**src/rtl/eab_pkg.sv**
```systemverilog
package eab_pkg;
  localparam int DATA_W    = 32;
  localparam int BYTE_W    = 8;
  localparam int NUM_BYTES = DATA_W / BYTE_W;
  localparam int REG_AW    = 7;
  localparam int PROG_AW   = 9;
  localparam int PORT_AW   = 3;

  localparam logic [PORT_AW-1:0] P_ADDR = 3'd4;
  localparam logic [PORT_AW-1:0] P_CMD  = 3'd5;
  localparam logic [PORT_AW-1:0] P_SEL  = 3'd6;

  localparam logic [2:0] OP_NONE    = 3'd0;
  localparam logic [2:0] OP_REG_WR  = 3'd1;
  localparam logic [2:0] OP_REG_RD  = 3'd2;
  localparam logic [2:0] OP_PROG_WR = 3'd3;
  localparam logic [2:0] OP_PROG_RD = 3'd4;

  typedef struct packed {
    logic [NUM_BYTES-1:0] dataWr;
    logic                 addrWr;
    logic                 selWr;
    logic                 cmdAccept;
    logic                 progHi;
    logic                 loadRd;
  } strobe_t;
endpackage

```
**src/rtl/eab_ctrl.sv**
```systemverilog
module eab_ctrl
  import eab_pkg::*;
#(
  parameter int NUM_ENG = 2
) (
  input  logic                                         clk,
  input  logic                                         rstN,
  input  logic                                         busWe,
  input  logic [PORT_AW-1:0]                           busAddr,
  input  logic [3:0]                                   cmdBits,
  input  logic                                         lockIn,
  input  logic [NUM_ENG-1:0]                           engAck,
  input  logic [((NUM_ENG > 1) ? $clog2(NUM_ENG) : 1)-1:0] selQ,
  output strobe_t                                      strb,
  output logic                                         busy,
  output logic                                         engWrite,
  output logic                                         engProg,
  output logic [NUM_ENG-1:0]                           engReq,
  output logic                                         lockViol
);
  localparam int SEL_W = (NUM_ENG > 1) ? $clog2(NUM_ENG) : 1;

  logic [2:0] opQ;
  logic       cmdWrite;
  logic       validOp;
  logic       accept;
  logic       done;
  logic       isRead;

  assign cmdWrite = busWe && (busAddr == P_CMD) && !busy;
  assign validOp  = (cmdBits[2:0] >= OP_REG_WR) && (cmdBits[2:0] <= OP_PROG_RD);
  assign accept   = cmdWrite && validOp && !lockIn;
  assign done     = busy && !lockIn && engAck[selQ];

  assign engWrite = (opQ == OP_REG_WR) || (opQ == OP_PROG_WR);
  assign engProg  = (opQ == OP_PROG_WR) || (opQ == OP_PROG_RD);
  assign isRead   = !engWrite;

  always_ff @(posedge clk or negedge rstN) begin
    if (!rstN) begin
      busy     <= 1'b0;
      opQ      <= OP_NONE;
      lockViol <= 1'b0;
    end else begin
      if (accept) begin
        busy <= 1'b1;
        opQ  <= cmdBits[2:0];
      end else if (done) begin
        busy <= 1'b0;
      end
      if (cmdWrite && validOp && lockIn) lockViol <= 1'b1;
    end
  end

  for (genvar b = 0; b < NUM_BYTES; b++) begin : g_dataStrb
    assign strb.dataWr[b] = busWe && !busy && (busAddr == PORT_AW'(b));
  end
  assign strb.addrWr    = busWe && !busy && (busAddr == P_ADDR);
  assign strb.selWr     = busWe && !busy && (busAddr == P_SEL);
  assign strb.cmdAccept = accept;
  assign strb.progHi    = cmdBits[3];
  assign strb.loadRd    = done && isRead;

  for (genvar g = 0; g < NUM_ENG; g++) begin : g_req
    assign engReq[g] = busy && !lockIn && (selQ == SEL_W'(g));
  end


  onehot_req_chk: assert property (@(posedge clk) disable iff (!rstN)
    $onehot0(engReq));

  lock_blocks_req_chk: assert property (@(posedge clk) disable iff (!rstN)
    lockIn |-> (engReq == '0));

  sticky_viol_chk: assert property (@(posedge clk) disable iff (!rstN)
    lockViol |=> lockViol);

  bad_op_ignored_chk: assert property (@(posedge clk) disable iff (!rstN)
    (busWe && busAddr == P_CMD && !busy &&
     (cmdBits[2:0] == 3'd0 || cmdBits[2:0] > 3'd4)) |=> !busy);

  start_rise_chk: assert property (@(posedge clk) disable iff (!rstN)
    (busWe && busAddr == P_CMD && !busy && !lockIn &&
     cmdBits[2:0] != 3'd0 && cmdBits[2:0] <= 3'd4) |=> busy);

  ack_clears_chk: assert property (@(posedge clk) disable iff (!rstN)
    (|(engReq & engAck)) |=> !busy);
endmodule

```
**src/rtl/eab_datapath.sv**
```systemverilog
module eab_datapath
  import eab_pkg::*;
#(
  parameter int NUM_ENG = 2
) (
  input  logic                                         clk,
  input  logic                                         rstN,
  input  strobe_t                                      strb,
  input  logic                                         busy,
  input  logic                                         engProg,
  input  logic [PORT_AW-1:0]                           busAddr,
  input  logic [BYTE_W-1:0]                            busWdata,
  input  logic [NUM_ENG*DATA_W-1:0]                    engRdata,
  output logic [((NUM_ENG > 1) ? $clog2(NUM_ENG) : 1)-1:0] selQ,
  output logic [BYTE_W-1:0]                            busRdata,
  output logic [PROG_AW-1:0]                           engAddr,
  output logic [DATA_W-1:0]                            engWdata
);
  localparam int SEL_W = (NUM_ENG > 1) ? $clog2(NUM_ENG) : 1;

  logic [NUM_BYTES-1:0][BYTE_W-1:0] dataQ;
  logic [BYTE_W-1:0]                addrQ;
  logic                             progHiQ;
  logic [DATA_W-1:0]                rdWord;

  assign rdWord = engRdata[selQ*DATA_W +: DATA_W];

  for (genvar b = 0; b < NUM_BYTES; b++) begin : g_dataByte
    always_ff @(posedge clk or negedge rstN) begin
      if (!rstN)                dataQ[b] <= '0;
      else if (strb.loadRd)     dataQ[b] <= rdWord[b*BYTE_W +: BYTE_W];
      else if (strb.dataWr[b])  dataQ[b] <= busWdata;
    end
  end

  always_ff @(posedge clk or negedge rstN) begin
    if (!rstN) begin
      addrQ   <= '0;
      selQ    <= '0;
      progHiQ <= 1'b0;
    end else begin
      if (strb.addrWr)    addrQ   <= busWdata;
      if (strb.selWr)     selQ    <= busWdata[SEL_W-1:0];
      if (strb.cmdAccept) progHiQ <= strb.progHi;
    end
  end

  assign engWdata = dataQ;
  assign engAddr  = engProg ? {progHiQ, addrQ}
                            : {{(PROG_AW-REG_AW){1'b0}}, addrQ[REG_AW-1:0]};

  always_comb begin
    busRdata = '0;
    for (int b = 0; b < NUM_BYTES; b++) begin
      if (busAddr == PORT_AW'(b)) busRdata = dataQ[b];
    end
    if (busAddr == P_CMD) busRdata = {{(BYTE_W-1){1'b0}}, busy};
    if (busAddr == P_SEL) busRdata = {{(BYTE_W-SEL_W){1'b0}}, selQ};
  end


  held_while_busy_chk: assert property (@(posedge clk) disable iff (!rstN)
    (busy && !strb.loadRd) |=> ($stable(dataQ) && $stable(addrQ) && $stable(selQ)));

  reg_addr_range_chk: assert property (@(posedge clk) disable iff (!rstN)
    (busy && !engProg) |-> (engAddr[PROG_AW-1:REG_AW] == '0));
endmodule

```
**src/rtl/eng_access_bridge.sv**
```systemverilog
module eng_access_bridge
  import eab_pkg::*;
#(
  parameter int NUM_ENG = 2
) (
  input  logic                      clk,
  input  logic                      rstN,
  input  logic [PORT_AW-1:0]        busAddr,
  input  logic                      busWe,
  input  logic [BYTE_W-1:0]         busWdata,
  output logic [BYTE_W-1:0]         busRdata,
  input  logic                      lockIn,
  output logic                      lockViol,
  output logic [NUM_ENG-1:0]        engReq,
  output logic                      engWrite,
  output logic                      engProg,
  output logic [PROG_AW-1:0]        engAddr,
  output logic [DATA_W-1:0]         engWdata,
  input  logic [NUM_ENG-1:0]        engAck,
  input  logic [NUM_ENG*DATA_W-1:0] engRdata
);
  localparam int SEL_W = (NUM_ENG > 1) ? $clog2(NUM_ENG) : 1;

  strobe_t          strb;
  logic             busy;
  logic [SEL_W-1:0] selQ;

  eab_ctrl #(.NUM_ENG(NUM_ENG)) u_ctrl (
    .clk(clk), .rstN(rstN), .busWe(busWe), .busAddr(busAddr),
    .cmdBits(busWdata[3:0]), .lockIn(lockIn), .engAck(engAck), .selQ(selQ),
    .strb(strb), .busy(busy), .engWrite(engWrite), .engProg(engProg),
    .engReq(engReq), .lockViol(lockViol)
  );

  eab_datapath #(.NUM_ENG(NUM_ENG)) u_dp (
    .clk(clk), .rstN(rstN), .strb(strb), .busy(busy), .engProg(engProg),
    .busAddr(busAddr), .busWdata(busWdata), .engRdata(engRdata),
    .selQ(selQ), .busRdata(busRdata), .engAddr(engAddr), .engWdata(engWdata)
  );
endmodule

```
**config.mk**
```make
export PLATFORM = sky130hd
export DESIGN_NAME = eng_access_bridge
export DESIGN_NICKNAME = d
export VERILOG_FILES = /design/src/rtl/eab_pkg.sv /design/src/rtl/eab_ctrl.sv /design/src/rtl/eab_datapath.sv /design/src/rtl/eng_access_bridge.sv
export SDC_FILE = /design/constraint.sdc
export NUM_CORES = 1
export LEC_CHECK = 0
export ABC_AREA = 1
export BUFFER_PORTS_ARGS = -buffer_cell sky130_fd_sc_hd__buf_2
export CAP_MARGIN = 15
export CORE_ASPECT_RATIO = 0.7
export CORE_UTILIZATION = 45
export CTS_BUF_LIST = sky130_fd_sc_hd__clkbuf_8
export CTS_CLUSTER_DIAMETER = 150
export DETAILED_ROUTE_END_ITERATION = 12
export PLACE_DENSITY = 0.89
export SLEW_MARGIN = 20
export SYNTH_ARGS = -nofsm -noshare
export SYNTH_HDL_FRONTEND = slang
export SYNTH_SLANG_ARGS = --single-unit
export TNS_END_PERCENT = 1
```
**constraint.sdc**
```tcl
create_clock -name clk -period 1.3 [get_ports clk]
set_input_delay 0.13 -clock clk [delete_from_list [all_inputs] [get_ports clk]]
set_output_delay 0.13 -clock clk [all_outputs]
set_load 0.01 [all_outputs]
```
Word level (Yosys, flattened, before mapping)
Cells that the tools add are included.
{"block": "totals", "ram_bits": 0, "latch_bits": 0, "mem_count": 0, "rom_bits": 0, "out_inout_bits": 54, "register_bits": 47}
{"block": "classes", "muxes": 19, "eq_ne": 9, "magnitude_cmp": 3, "div": 0, "n_reduce_logical": 29, "bitwise_logic": 1, "mul": 0, "addsub": 0, "shifts": 1}
{"op": "two-way mux 8 bit", "count": 14}
{"op": "variable part select 64 x 7 -> 32 bit", "count": 1}
{"op": "logical AND 1 bit", "count": 18}
{"op": "equality test 3 bit (second input constant)", "count": 4}
{"op": "nonzero test 2 bit", "count": 5}
{"op": "equality test 3 x 2 -> 1 bit (second input constant)", "count": 3}
{"op": "two-way mux 9 bit", "count": 1}
{"op": "equality test 3 x 1 -> 1 bit (second input constant)", "count": 2}
{"op": "two-way mux 1 bit", "count": 4}
{"op": "greater-or-equal comparator 3 x 1 -> 1 bit (second input constant)", "count": 1}
{"op": "<= comparator 3 bit (second input constant)", "count": 1}
{"op": "zero test 1 bit", "count": 3}
{"op": "zero test 3 bit", "count": 1}
{"op": "logical OR 1 bit", "count": 2}
{"op": "less-than comparator 1 x 2 -> 1 bit (second input constant)", "count": 1}
{"op": "NOT 1 bit", "count": 1}

Logic depth before layout (Yosys ltp)
{"block": "depth", "ltp_word": 7, "mapped_depth": 10}

Cells and area by module
Synthesis repeated with hierarchy kept, for this count alone.
{"block": "unflattened", "hier_cells": 450, "area_unflattened_um2": 3075.4}
{"module": "eab_datapath", "instances": 1, "cells_per_inst": 396, "area_each_um2": 2668.8}
{"module": "eab_ctrl", "instances": 1, "cells_per_inst": 54, "area_each_um2": 406.6}

Worst setup path before layout
No wires, ideal clock.
{"block": "synth_timing", "path_type": "reg2reg", "start": "register u_dp.selQ", "end": "register u_dp.dataQ (netlist bit u_dp.engWdata[8])", "synth_period_minus_slack_ns": 1.316, "setup_slack_ns": -0.016, "n_path_buf": 2, "arrival_time_ns": 1.199, "stages_incl_launch_ff": 11, "path_cell_list": "dfrtp_1 > buf_4 > inv_4 > nand2_2 > nand2_2 > nand3_4 > buf_2 > nand2_1 > nand2_1 > nand2_1 > nand2_1"}
{"block": "synth_between", "elab_chain_len": 5, "word_cells_on_any_way": 7}
{"item": "start, declared", "line": "eab_datapath.sv:14", "rtl": "output logic [((NUM_ENG > 1) ? $clog2(NUM_ENG) : 1)-1:0] selQ,"}
{"item": "start signal, assigned", "line": "eab_datapath.sv:43", "rtl": "if (strb.selWr) selQ <= busWdata[SEL_W-1:0];"}
{"item": "branches (longest 5 deep; another with variable part select 64 x 7 -> 32 bit)"}
{"item": "end signal, assigned by index", "line": "eab_datapath.sv:31", "rtl": "else if (strb.loadRd) dataQ[b] <= rdWord[b*BYTE_W +: BYTE_W];"}
{"item": "end signal, assigned by index", "line": "eab_datapath.sv:32", "rtl": "else if (strb.dataWr[b]) dataQ[b] <= busWdata;"}
{"item": "end, declared", "line": "eab_datapath.sv:21", "rtl": "logic [NUM_BYTES-1:0][BYTE_W-1:0] dataQ;"}
Several ways; the timed one is not identified. The select of a mux whose other input is x is not followed.
A chain may end at the register's enable or synchronous reset.

Worst setup path in the final report
{"block": "layout_timing", "start": "register u_ctrl.opQ[0]", "end": "output engAddr[8]"}
{"block": "layout_between", "elab_chain_len": 3, "word_cells_on_any_way": 4}
{"item": "start, declared", "line": "eab_ctrl.sv:23", "rtl": "logic [2:0] opQ;"}
{"item": "start signal, assigned", "line": "eab_ctrl.sv:47", "rtl": "opQ <= cmdBits[2:0];"}
{"item": "equality test 3 x 2 -> 1 bit or equality test 3 bit (tied branches)", "line": "eab_ctrl.sv:36", "rtl": "assign engProg = (opQ == OP_PROG_WR) || (opQ == OP_PROG_RD);"}
{"item": "logical OR 1 bit (*)", "line": "eab_ctrl.sv:36"}
{"item": "two-way mux 9 bit (*)", "line": "eab_datapath.sv:49", "rtl": "assign engAddr = engProg ? {progHiQ, addrQ}"}
{"item": "end, declared", "line": "eng_access_bridge.sv:17", "rtl": "output logic [PROG_AW-1:0] engAddr,"}
Every way passes the cells marked *; elsewhere a longest branch is shown, timed or not.

==> impl_metrics.ini <==
[run_status]
status = complete, but fails checks
violations = setup timing

[setup_path]
criticalPathCategory = register to primary output
crit_path_start_kind = register
crit_path_max_fanout = 3
end_kind = primary output
worstPathArrival_ns = 1.31
r2r_slack_ns = -0.12
cp.required_ns = 1.17

[power]
p_int_mw = 4.18
switchingPower_mw = 3.65
comb_power_share_pct = 51.7
switching_share_pct = 46.6
total_leakage_power_nw = 2.54
seq_power_share_pct = 36.0
ir_drop_mv = 0.964
power_density_nw_per_um2 = 1780
pwr-share-clk_pct = 12.3

[finish]
nFillCells = 570
final_nets = 717
drive_gt1_share_pct = 35.2
area_growth_pct = 35.7
post-route-util_pct = 64.3
antennaDiodeCount = 0

[timing]
max_freq_ghz = 0.696
fin_ws_ns = -0.137
hold_viol = 0
period_share_pct = 111
skew_ns = 0.00842
slew_headroom_pct = 82.7
timing.hold.ws_ns = 0.101
drv_slew = 0
rsz0062_at_grt = true
worstMarginPinSlew_ns = 0.260
min_period_ns = 1.44
setup_viol = 40

[floorplanning]
design.portCount = 135
row_count = 25
dieWidth_microns = 104
die_h_microns = 73.1
start_util_pct = 47.4
dieArea_sq_um = 7560
core_area_sq_um = 6850

[logic_synthesis]
synthesis.area_sq_um = 3250
syn_inst = 492
ys_ff_latch = 47
synth.avg_cell_area_sq_um = 6.60
synth_warnings = 0
synth_cell_types = 26
yosysSeqAreaShare_pct = 36.2
synth_nets = 573

[route]
wl_microns = 11200
ant_nets = 0
avgViaCountPerCell = 5.45
drt_iter0_drc = 397
wl_per_cell_microns = 15.3
dr.pass1.iters = 5
vias = 3982
drc = 0

[global_routing]
first_global_vias = 3615
antenna_found_initial = 0
grt_pass1_wl_microns = 17700
grt_usage_pct = 30.1
grt-ovfl-total = 0
grt_max_degree = 48

[clock_network]
clkSlewWorstSetupHoldPaths_ns = 0.09
clock_latency_ns = 0.30
cts_tree = built
root_buffer = clkbuf_8
cts.sinks = 47
numCtsBuffers = 5
cts_max_level = 2
cts.path.max_buffers = 2

[place]
dp_hpwl_microns = 8690
portBuffers = 134
gp_congestion = 0.939

[run]
cap_violations = 0

[worst_hold_path]
hold_class = input port to register
[stage by stage]
stage	TNS, ns	cell area, sq um	setup slack, ns	total power [mW]	instances
global placement	-0.0962	4120	-0.0354	6.34	718
finish	-2.12	4410	-0.137	7.84	731
global route	-5.64	4410	-0.216	8.34	731
floorplan	0	3250	0.00250	4.90	492
detailed placement	-1.06	4120	-0.0970	6.48	718
CTS	-1.51	4330	-0.120	7.62	731
[cell families (layout without fill, tap and decap cells)]
group | after synthesis | count (layout) | synth area share [%]
AND/OR/NAND/NOR | 341 | 341 | 47.9
buffers and inverters | 72 | 217 | 10.7
AO/OA/AOI/OAI | 31 | 31 | 4.90
XOR/XNOR | 1 | 1 | 0.270
flip-flops | 47 | 47 | 36.2
[layout by cell type (no fill, tap or decap), types with 2 or more instances in the layout]
cell type,synthesis,routed
nand3_2,1,3
buf_4,8,23
nand3b_1,6,6
nand2_4,1,3
nand2_2,8,8
nand2_1,225,222
o21ai_0,4,2
o21ai_2,0,6
nor2_2,4,4
nor3_4,2,2
nor2_4,4,6
clkbuf_8,0,6
buf_2,11,133
a21oi_1,3,2
buf_6,4,4
inv_1,32,30
inv_2,8,9
nand4_1,31,31
nor2_1,8,6
dfrtp_1,47,46
o21ai_1,22,17
nand3_4,1,2
buf_12,0,6
nand3_1,50,47
[final timing paths]
| path | startpoint | to | cells after the start |
|---|---|---|---|
| max | u_ctrl.opQ[0]$_DFFE_PN0P_ | engAddr[8] | 6 |
| min | busWdata[4] | u_dp.addrQ[4]$_DFFE_PN0P_ | 3 |
| max reg2reg | u_ctrl.busy$_DFFE_PN0P_ | u_dp.engWdata[16]$_DFFE_PN0P_ | 8 |
| min reg2reg | u_dp.progHiQ$_DFFE_PN0P_ | u_dp.progHiQ$_DFFE_PN0P_ | 2 |
| min in group asynchronous | rstN | u_dp.addrQ[0]$_DFFE_PN0P_ | 3 |
| max in group asynchronous | rstN | u_dp.selQ$_DFFE_PN0P_ | 3 |
[layout make-up]
class / instances / area [sq um] / share of cell area, %
Tap cell: 94 / 118 / 2.67
Clock buffer: 6 / 82.6 / 1.87
Sequential cell: 47 / 1180 / 26.7
Inverter: 41 / 161 / 3.66
Clock inverter: 2 / 16.3 / 0.369
Multi-Input combinational cell: 373 / 1830 / 41.5
Timing Repair Buffer: 168 / 1020 / 23.2
[synth_stat cells (all sizes together)]
cell type | instances | area (sq um)
a21oi | 3 | 15.0
a31oi | 1 | 6.26
buf | 23 | 160
clkbuf | 8 | 30.0
dfrtp | 47 | 1180
inv | 41 | 156
nand2 | 234 | 906
nand3 | 52 | 278
nand3b | 6 | 45.0
nand4 | 31 | 194
nor2 | 16 | 100
nor3 | 2 | 32.5
o21ai | 26 | 130
o21bai | 1 | 7.51
xor2 | 1 | 8.76
[layer usage]
metal  global-route usage, %  routed length [microns]
met5                       0                        0
met4                    7.89                      155
met3                    6.34                     1320
met2                    46.9                     4850
met1                    42.6                     4860
[power by group through the flow]
stage	clock network (mW)	logic, mW	registers, mW
after global placement	0	3.59	2.75
after floorplan	0	2.16	2.74
final	0.963	4.05	2.82
after detailed placement	0	3.72	2.76
after global routing	1.02	4.47	2.86
after CTS	0.958	3.91	2.75
[critical path: stages, from the launching register on]
cell,delay (ns)
dfrtp_1,0.42
buf_6,0.14
nand2_2,0.06
inv_2,0.03
o21ai_2,0.15
nor2_1,0.07
buf_2,0.14
[flip-flops by register name, indices dropped and copies added (netlist names)]
name,cells
u_ctrl.busy,1
u_ctrl.lockViol,1
u_dp.progHiQ,1
u_dp.addrQ,8
u_ctrl.opQ,3
u_dp.engWdata,32
u_dp.selQ,1
[timing repair]
| item | CTS | global route |
|---|---|---|
| gates resized for setup | 24 | 17 |
| endpoints found under the hold margin | 47 | 0 |
| pin swaps | 3 | 5 |
| endpoints found under the setup margin | 42 | 60 |
| hold buffers | 1 | 0 |
| setup buffers | 4 | 0 |
Power figures use the tool's default switching activity.
